<file path="src/rtl/spi_irq_pkg.sv">
package spi_irq_pkg;
  localparam int ST_W = 7;
  localparam int B_RX_OVF   = 0;
  localparam int B_MODE_F   = 1;
  localparam int B_TX_BELOW = 2;
  localparam int B_TX_FULL  = 3;
  localparam int B_RX_AT    = 4;
  localparam int B_RX_FULL  = 5;
  localparam int B_TX_UNF   = 6;
  localparam int N_EVT      = 3;

  typedef enum logic [2:0] {
    RA_STATUS = 3'd0,
    RA_M_SET  = 3'd1,
    RA_M_CLR  = 3'd2,
    RA_MASK   = 3'd3,
    RA_TX_THR = 3'd4,
    RA_RX_THR = 3'd5
  } reg_addr_e;
endpackage

</file>
<file path="src/rtl/spi_irq_sticky.sv">
module spi_irq_sticky #(
  parameter int N = 3
) (
  input  logic         clk,
  input  logic         rst,
  input  logic [N-1:0] set_i,
  input  logic [N-1:0] clr_i,
  output logic [N-1:0] q_o
);
  for (genvar i = 0; i < N; i++) begin : g_bit
    always_ff @(posedge clk) begin
      if (rst) q_o[i] <= 1'b0;
      else     q_o[i] <= (q_o[i] & ~clr_i[i]) | set_i[i];
    end
  end
endmodule

</file>
<file path="src/rtl/spi_irq_level.sv">
module spi_irq_level #(
  parameter int CNT_W = 6
) (
  input  logic             clk,
  input  logic             rst,
  input  logic [CNT_W-1:0] tx_count,
  input  logic             tx_full,
  input  logic [CNT_W-1:0] rx_count,
  input  logic             rx_full,
  input  logic [CNT_W-1:0] tx_thr,
  input  logic [CNT_W-1:0] rx_thr,
  output logic             tx_below_o,
  output logic             tx_full_o,
  output logic             rx_at_o,
  output logic             rx_full_o
);
  always_ff @(posedge clk) begin
    if (rst) begin
      tx_below_o <= 1'b0;
      tx_full_o  <= 1'b0;
      rx_at_o    <= 1'b0;
      rx_full_o  <= 1'b0;
    end else begin
      tx_below_o <= tx_count < tx_thr;
      tx_full_o  <= tx_full;
      rx_at_o    <= rx_count >= rx_thr;
      rx_full_o  <= rx_full;
    end
  end
endmodule

</file>
<file path="src/rtl/spi_irq_regs.sv">
module spi_irq_regs
  import spi_irq_pkg::*;
#(
  parameter int CNT_W  = 6,
  parameter int ADDR_W = 3,
  parameter int DATA_W = 32
) (
  input  logic              clk,
  input  logic              rst,
  input  logic              wr,
  input  logic              rd,
  input  logic [ADDR_W-1:0] addr,
  input  logic [DATA_W-1:0] wdata,
  input  logic [ST_W-1:0]   status_i,
  output logic [ST_W-1:0]   mask_o,
  output logic [ST_W-1:0]   w1c_o,
  output logic [CNT_W-1:0]  tx_thr_o,
  output logic [CNT_W-1:0]  rx_thr_o,
  output logic [DATA_W-1:0] rdata_o
);
  localparam logic [CNT_W-1:0] THR_RST = CNT_W'(1);

  logic [ST_W-1:0]   wbits;
  logic [DATA_W-1:0] rd_mux;

  assign wbits = wdata[ST_W-1:0];
  assign w1c_o = (wr && addr == ADDR_W'(RA_STATUS)) ? wbits : '0;

  always_ff @(posedge clk) begin
    if (rst) begin
      mask_o   <= '0;
      tx_thr_o <= THR_RST;
      rx_thr_o <= THR_RST;
    end else if (wr) begin
      if (addr == ADDR_W'(RA_M_SET))  mask_o   <= mask_o | wbits;
      if (addr == ADDR_W'(RA_M_CLR))  mask_o   <= mask_o & ~wbits;
      if (addr == ADDR_W'(RA_TX_THR)) tx_thr_o <= wdata[CNT_W-1:0];
      if (addr == ADDR_W'(RA_RX_THR)) rx_thr_o <= wdata[CNT_W-1:0];
    end
  end

  always_comb begin
    rd_mux = '0;
    if (addr == ADDR_W'(RA_STATUS))      rd_mux = DATA_W'(status_i);
    else if (addr == ADDR_W'(RA_MASK))   rd_mux = DATA_W'(mask_o);
    else if (addr == ADDR_W'(RA_TX_THR)) rd_mux = DATA_W'(tx_thr_o);
    else if (addr == ADDR_W'(RA_RX_THR)) rd_mux = DATA_W'(rx_thr_o);
  end

  always_ff @(posedge clk) begin
    if (rst)     rdata_o <= '0;
    else if (rd) rdata_o <= rd_mux;
  end
endmodule

</file>
<file path="src/rtl/spi_irq_ctrl.sv">
module spi_irq_ctrl
  import spi_irq_pkg::*;
#(
  parameter int FIFO_DEPTH = 32,
  parameter int ADDR_W     = 3,
  parameter int DATA_W     = 32,
  localparam int CNT_W     = $clog2(FIFO_DEPTH + 1)
) (
  input  logic              clk,
  input  logic              rst,
  input  logic [CNT_W-1:0]  tx_count,
  input  logic              tx_full,
  input  logic [CNT_W-1:0]  rx_count,
  input  logic              rx_full,
  input  logic              ev_tx_underflow,
  input  logic              ev_rx_overflow,
  input  logic              ev_mode_fault,
  input  logic              reg_wr,
  input  logic              reg_rd,
  input  logic [ADDR_W-1:0] reg_addr,
  input  logic [DATA_W-1:0] reg_wdata,
  output logic [DATA_W-1:0] reg_rdata,
  output logic              irq
);
  logic [ST_W-1:0]  status_w;
  logic [ST_W-1:0]  mask_w;
  logic [ST_W-1:0]  w1c_w;
  logic [CNT_W-1:0] tx_thr_w;
  logic [CNT_W-1:0] rx_thr_w;
  logic [N_EVT-1:0] evt_set;
  logic [N_EVT-1:0] evt_clr;
  logic [N_EVT-1:0] evt_q;
  logic tx_below, tx_full_q, rx_at, rx_full_q;

  assign evt_set = {ev_tx_underflow, ev_mode_fault, ev_rx_overflow};
  assign evt_clr = {w1c_w[B_TX_UNF], w1c_w[B_MODE_F], w1c_w[B_RX_OVF]};

  spi_irq_sticky #(.N(N_EVT)) u_sticky (
    .clk(clk), .rst(rst), .set_i(evt_set), .clr_i(evt_clr), .q_o(evt_q)
  );

  spi_irq_level #(.CNT_W(CNT_W)) u_level (
    .clk(clk), .rst(rst),
    .tx_count(tx_count), .tx_full(tx_full),
    .rx_count(rx_count), .rx_full(rx_full),
    .tx_thr(tx_thr_w), .rx_thr(rx_thr_w),
    .tx_below_o(tx_below), .tx_full_o(tx_full_q),
    .rx_at_o(rx_at), .rx_full_o(rx_full_q)
  );

  always_comb begin
    status_w             = '0;
    status_w[B_RX_OVF]   = evt_q[0];
    status_w[B_MODE_F]   = evt_q[1];
    status_w[B_TX_UNF]   = evt_q[2];
    status_w[B_TX_BELOW] = tx_below;
    status_w[B_TX_FULL]  = tx_full_q;
    status_w[B_RX_AT]    = rx_at;
    status_w[B_RX_FULL]  = rx_full_q;
  end

  spi_irq_regs #(.CNT_W(CNT_W), .ADDR_W(ADDR_W), .DATA_W(DATA_W)) u_regs (
    .clk(clk), .rst(rst), .wr(reg_wr), .rd(reg_rd), .addr(reg_addr),
    .wdata(reg_wdata), .status_i(status_w), .mask_o(mask_w),
    .w1c_o(w1c_w), .tx_thr_o(tx_thr_w), .rx_thr_o(rx_thr_w),
    .rdata_o(reg_rdata)
  );

  always_ff @(posedge clk) begin
    if (rst) irq <= 1'b0;
    else     irq <= |(mask_w & status_w);
  end
endmodule

</file>
<file path="config.mk">
export PLATFORM = sky130hd
export DESIGN_NAME = spi_irq_ctrl
export DESIGN_NICKNAME = d
export VERILOG_FILES = /design/src/rtl/spi_irq_pkg.sv /design/src/rtl/spi_irq_sticky.sv /design/src/rtl/spi_irq_level.sv /design/src/rtl/spi_irq_regs.sv /design/src/rtl/spi_irq_ctrl.sv
export SDC_FILE = /design/constraint.sdc
export NUM_CORES = 1
export LEC_CHECK = 0
export BUFFER_PORTS_ARGS = -buffer_cell sky130_fd_sc_hd__buf_2
export CORE_MARGIN = 3
export CORE_UTILIZATION = 30
export DETAILED_ROUTE_END_ITERATION = 16
export HOLD_SLACK_MARGIN = 0.12
export PLACE_DENSITY = 0.6
export SYNTH_ARGS = -nofsm -noshare
export SYNTH_HDL_FRONTEND = slang
export SYNTH_SLANG_ARGS = --single-unit
</file>
<file path="constraint.sdc">
create_clock -name clk -period 3.1 [get_ports clk]
set_input_delay 0.31 -clock clk [delete_from_list [all_inputs] [get_ports clk]]
set_output_delay 0.31 -clock clk [all_outputs]
set_load 0.05 [all_outputs]
</file>
==> impl_results.md <==
* Met2 global-route usage at approximately 17%
* Design Power at approximately 1.1 mW
* DR iter-0 viols at roughly 120
* I/O pin total at 89
* Port bufs at 38
* CTS Sinks at 34
* Synth Register Bits at 34
* Inst Count DP at 309
* Hold WS at ~0.23 ns
* Lkg Pwr at approximately 0.94 nW
* Max cap viols at 0
* Crit end category: flop
* Compound-cell area share of the yosys netlist at between 10% and 20%
* Gpl congestion at slightly below 0.8
* Vias in the first global route at between 1000 and 1500
* Clock Tree Root: clkbuf_8
* Synth warnings at 0
* Final-report hold violation count at 0
* DP HPWL at 3280 µm
* Number of gates resized after CTS at 0
* Setup crit start kind: flop
* Relative slew slack at about 56%
* Min-Delay Path Class: in2reg
* Peak supply drop at ~0.00020 V
* Fin crit period at around 1.6 ns
* Initial Util at 31.8%
* Inserted Diodes at 0
* Area grow syn2layout at 12.4%
* Share of cells above drive strength 1 at ~22%
* Post-synthesis simple-gate area fraction at 16.1%
* Prevailing post-synth register cell: dfxtp_1
* Setup TNS at 0 ns
* Worst-path clk slew at roughly 0.07 ns
* Std-Cell Core Area at 6060 µm²
* Pre-Repair DR Iteration Count at 4
* CP Class: reg2reg
* Slew Viols, Final at 0
* GRT Max-Usage Layer: met2
* Mapped cell area at approximately 1900 µm²
* Crit Path Max Fanout at 3
* Synthesized area per cell at ~9.3 µm²
* Max clock buf depth at 2
* GR Util met3 at about 3.9%
* Fin nets at ~310
* Gr ovfl total at 0
* Post-Synth XOR/XNOR Area at less than 1%
* Std cell rows at 28
* Die area at 7410 µm²
* Seq/Total Area, Yosys at ~35%
* H-tree depth at 2
* Peak Freq at around 640 MHz
* Final period utilization at between 50% and 60%
* Number of synthesized flops with an enable pin at 0
* Via density at about 4.6
* Largest net degree at the start of global routing at 36
* Worst-Skew Late Latency at 0.28 ns
* Initial antenna violation count at 0
* Grt met1 use at between 10% and 20%
* Post-synthesis mux area share at between 8 and 9%
* Routed Antenna Nets at 0
* Total number of vias at 1469
* First-pass GRT wire length at 6780 µm
* Die X at 86.1 µm
* DRC at 0
* Routed wire per std cell at 13.6 µm
* GRT Util Overall at 11.8%
* Largest family of logic cells by synthesized area: compound AO/OA/AOI/OAI gates
* Post-route insts no fill at roughly 320
* Syn Inst Count at 206
* Setup Fix Bufs, Post-CTS at 0
* Worst-Margin Slew at about 0.66 ns
* Post-CTS Hold Buffers at 0
* Post-synthesis cell type count at 39
* Die boundary height at roughly 86 µm
* Setup-failing EPs final at 0
* Status: complete, no violations
* P per Cell Area at 495 nW/µm²
* RSZ-0062 raised after global routing: false
* Worst EP arrival at 1.71 ns
* TritonCTS Buffers at 5
* CP Data Required Time at between 3 and 4 ns
* CTS tree: built
* Adder-Cell Fraction of Synth Area at 7.15%
* Final worst clock skew at about 0.0048 ns
* Fraction of registers with async set/reset at 0%
* Drt total wl at approximately 4300 µm
cells by family after synthesis:
family,after synthesis
flip-flops,34
AND/OR/NAND/NOR,50
adder cells (fa/ha/maj),11
AO/OA/AOI/OAI,45
other,1
XOR/XNOR,1
multiplexers,16
buffers and inverters,48
per-stage QoR:
| step | cell area [µm²] | utilization [%] | setup WS (ns) |
|---|---|---|---|
| 2_1_floorplan | 2010 | - | 1.77 |
| 3_3_place_gp | 2050 | 33.9 | 1.49 |
| 3_5_place_dp | 2050 | 33.9 | 1.44 |
| 4_1_cts | 2160 | 35.7 | 1.52 |
| 5_1_grt | 2160 | 35.7 | 1.41 |
| 6_report | 2160 | 35.7 | 1.54 |
metal layers:
| layer | share of wire [%] | vias up |
|---|---|---|
| li1 | - | 750 |
| met5 | 0 | - |
| met4 | 1.3 | 0 |
| met1 | 46 | 658 |
| met3 | 7.0 | 5 |
| met2 | 45 | 56 |
Yosys cell counts, types with 2 or more instances:
cell type  count  share of area [%]
nand2_1        3               0.59
ha_1          11                7.2
buf_4         26                 10
clkbuf_1       6                1.2
a211o_1        2               0.91
a21oi_1       13                3.4
a32oi_1        5                2.3
or2_0          3               0.98
mux2i_1       16                8.3
a22oi_1        2               0.78
buf_6          3                1.8
a31oi_1        3               0.98
nor3b_1        2               0.78
a211oi_1       8                3.1
a21o_1         3                1.2
nor2_1        22                4.3
nand2b_1       3               0.98
nor3_1         3               0.78
inv_1         13                2.5
nor2b_1        3               0.98
a311oi_1       4                1.8
dfxtp_1       34                 35
nor3b_4        2                2.0
final timing paths:
path / slack, ns / to / start / cells past startpoint
min: 0.23 / flop / reg_wdata[6] / 2
max: 1.54 / u_level.tx_below_o / u_regs.tx_thr_o[1] / 5
min reg2reg: 0.48 / u_regs.rdata_o[0] / u_regs.rdata_o[0] / 2
max reg2reg: 1.54 / u_level.tx_below_o / u_regs.tx_thr_o[1] / 5
power by group:
part	internal, mW	total [mW]	switching [mW]	leakage [nW]
clock network	0.236	0.397	0.160	0.0579
registers	0.456	0.470	0.0136	0.278
logic	0.0554	0.204	0.148	0.603
layout by cell type (no fill, tap or decap), types with 3 or more instances in the layout:
cell type   n
clkbuf_8    5
nor3_1      3
dfxtp_1    34
ha_1       11
a21o_1      3
or2_0       3
a21oi_1    13
mux2i_1    16
nor2b_1     3
a31oi_1     3
a211oi_1    8
inv_1      13
a311oi_1    4
buf_2      38
nor2_1     22
conb_1     25
nand2b_1    3
nand2_1     3
a32oi_1     5
cell type report:
class,count,area [µm²]
Tap cell,75,93.8
Clock buffer,5,68.8
Multi-Input combinational cell,148,1030
Inverter,13,48.8
Clock inverter,3,40.0
Timing Repair Buffer,39,198
Fill cell,631,3900
Sequential cell,34,681
worst max-delay path, stage by stage (launching register included):
cell and delay [ns]:
dfxtp_1 0.39, inv_1 0.06, ha_1 0.27, a211oi_1 0.21, nor3_1 0.08, a2111oi_0 0.41
Note: power is estimated with default switching activity, not from simulation.
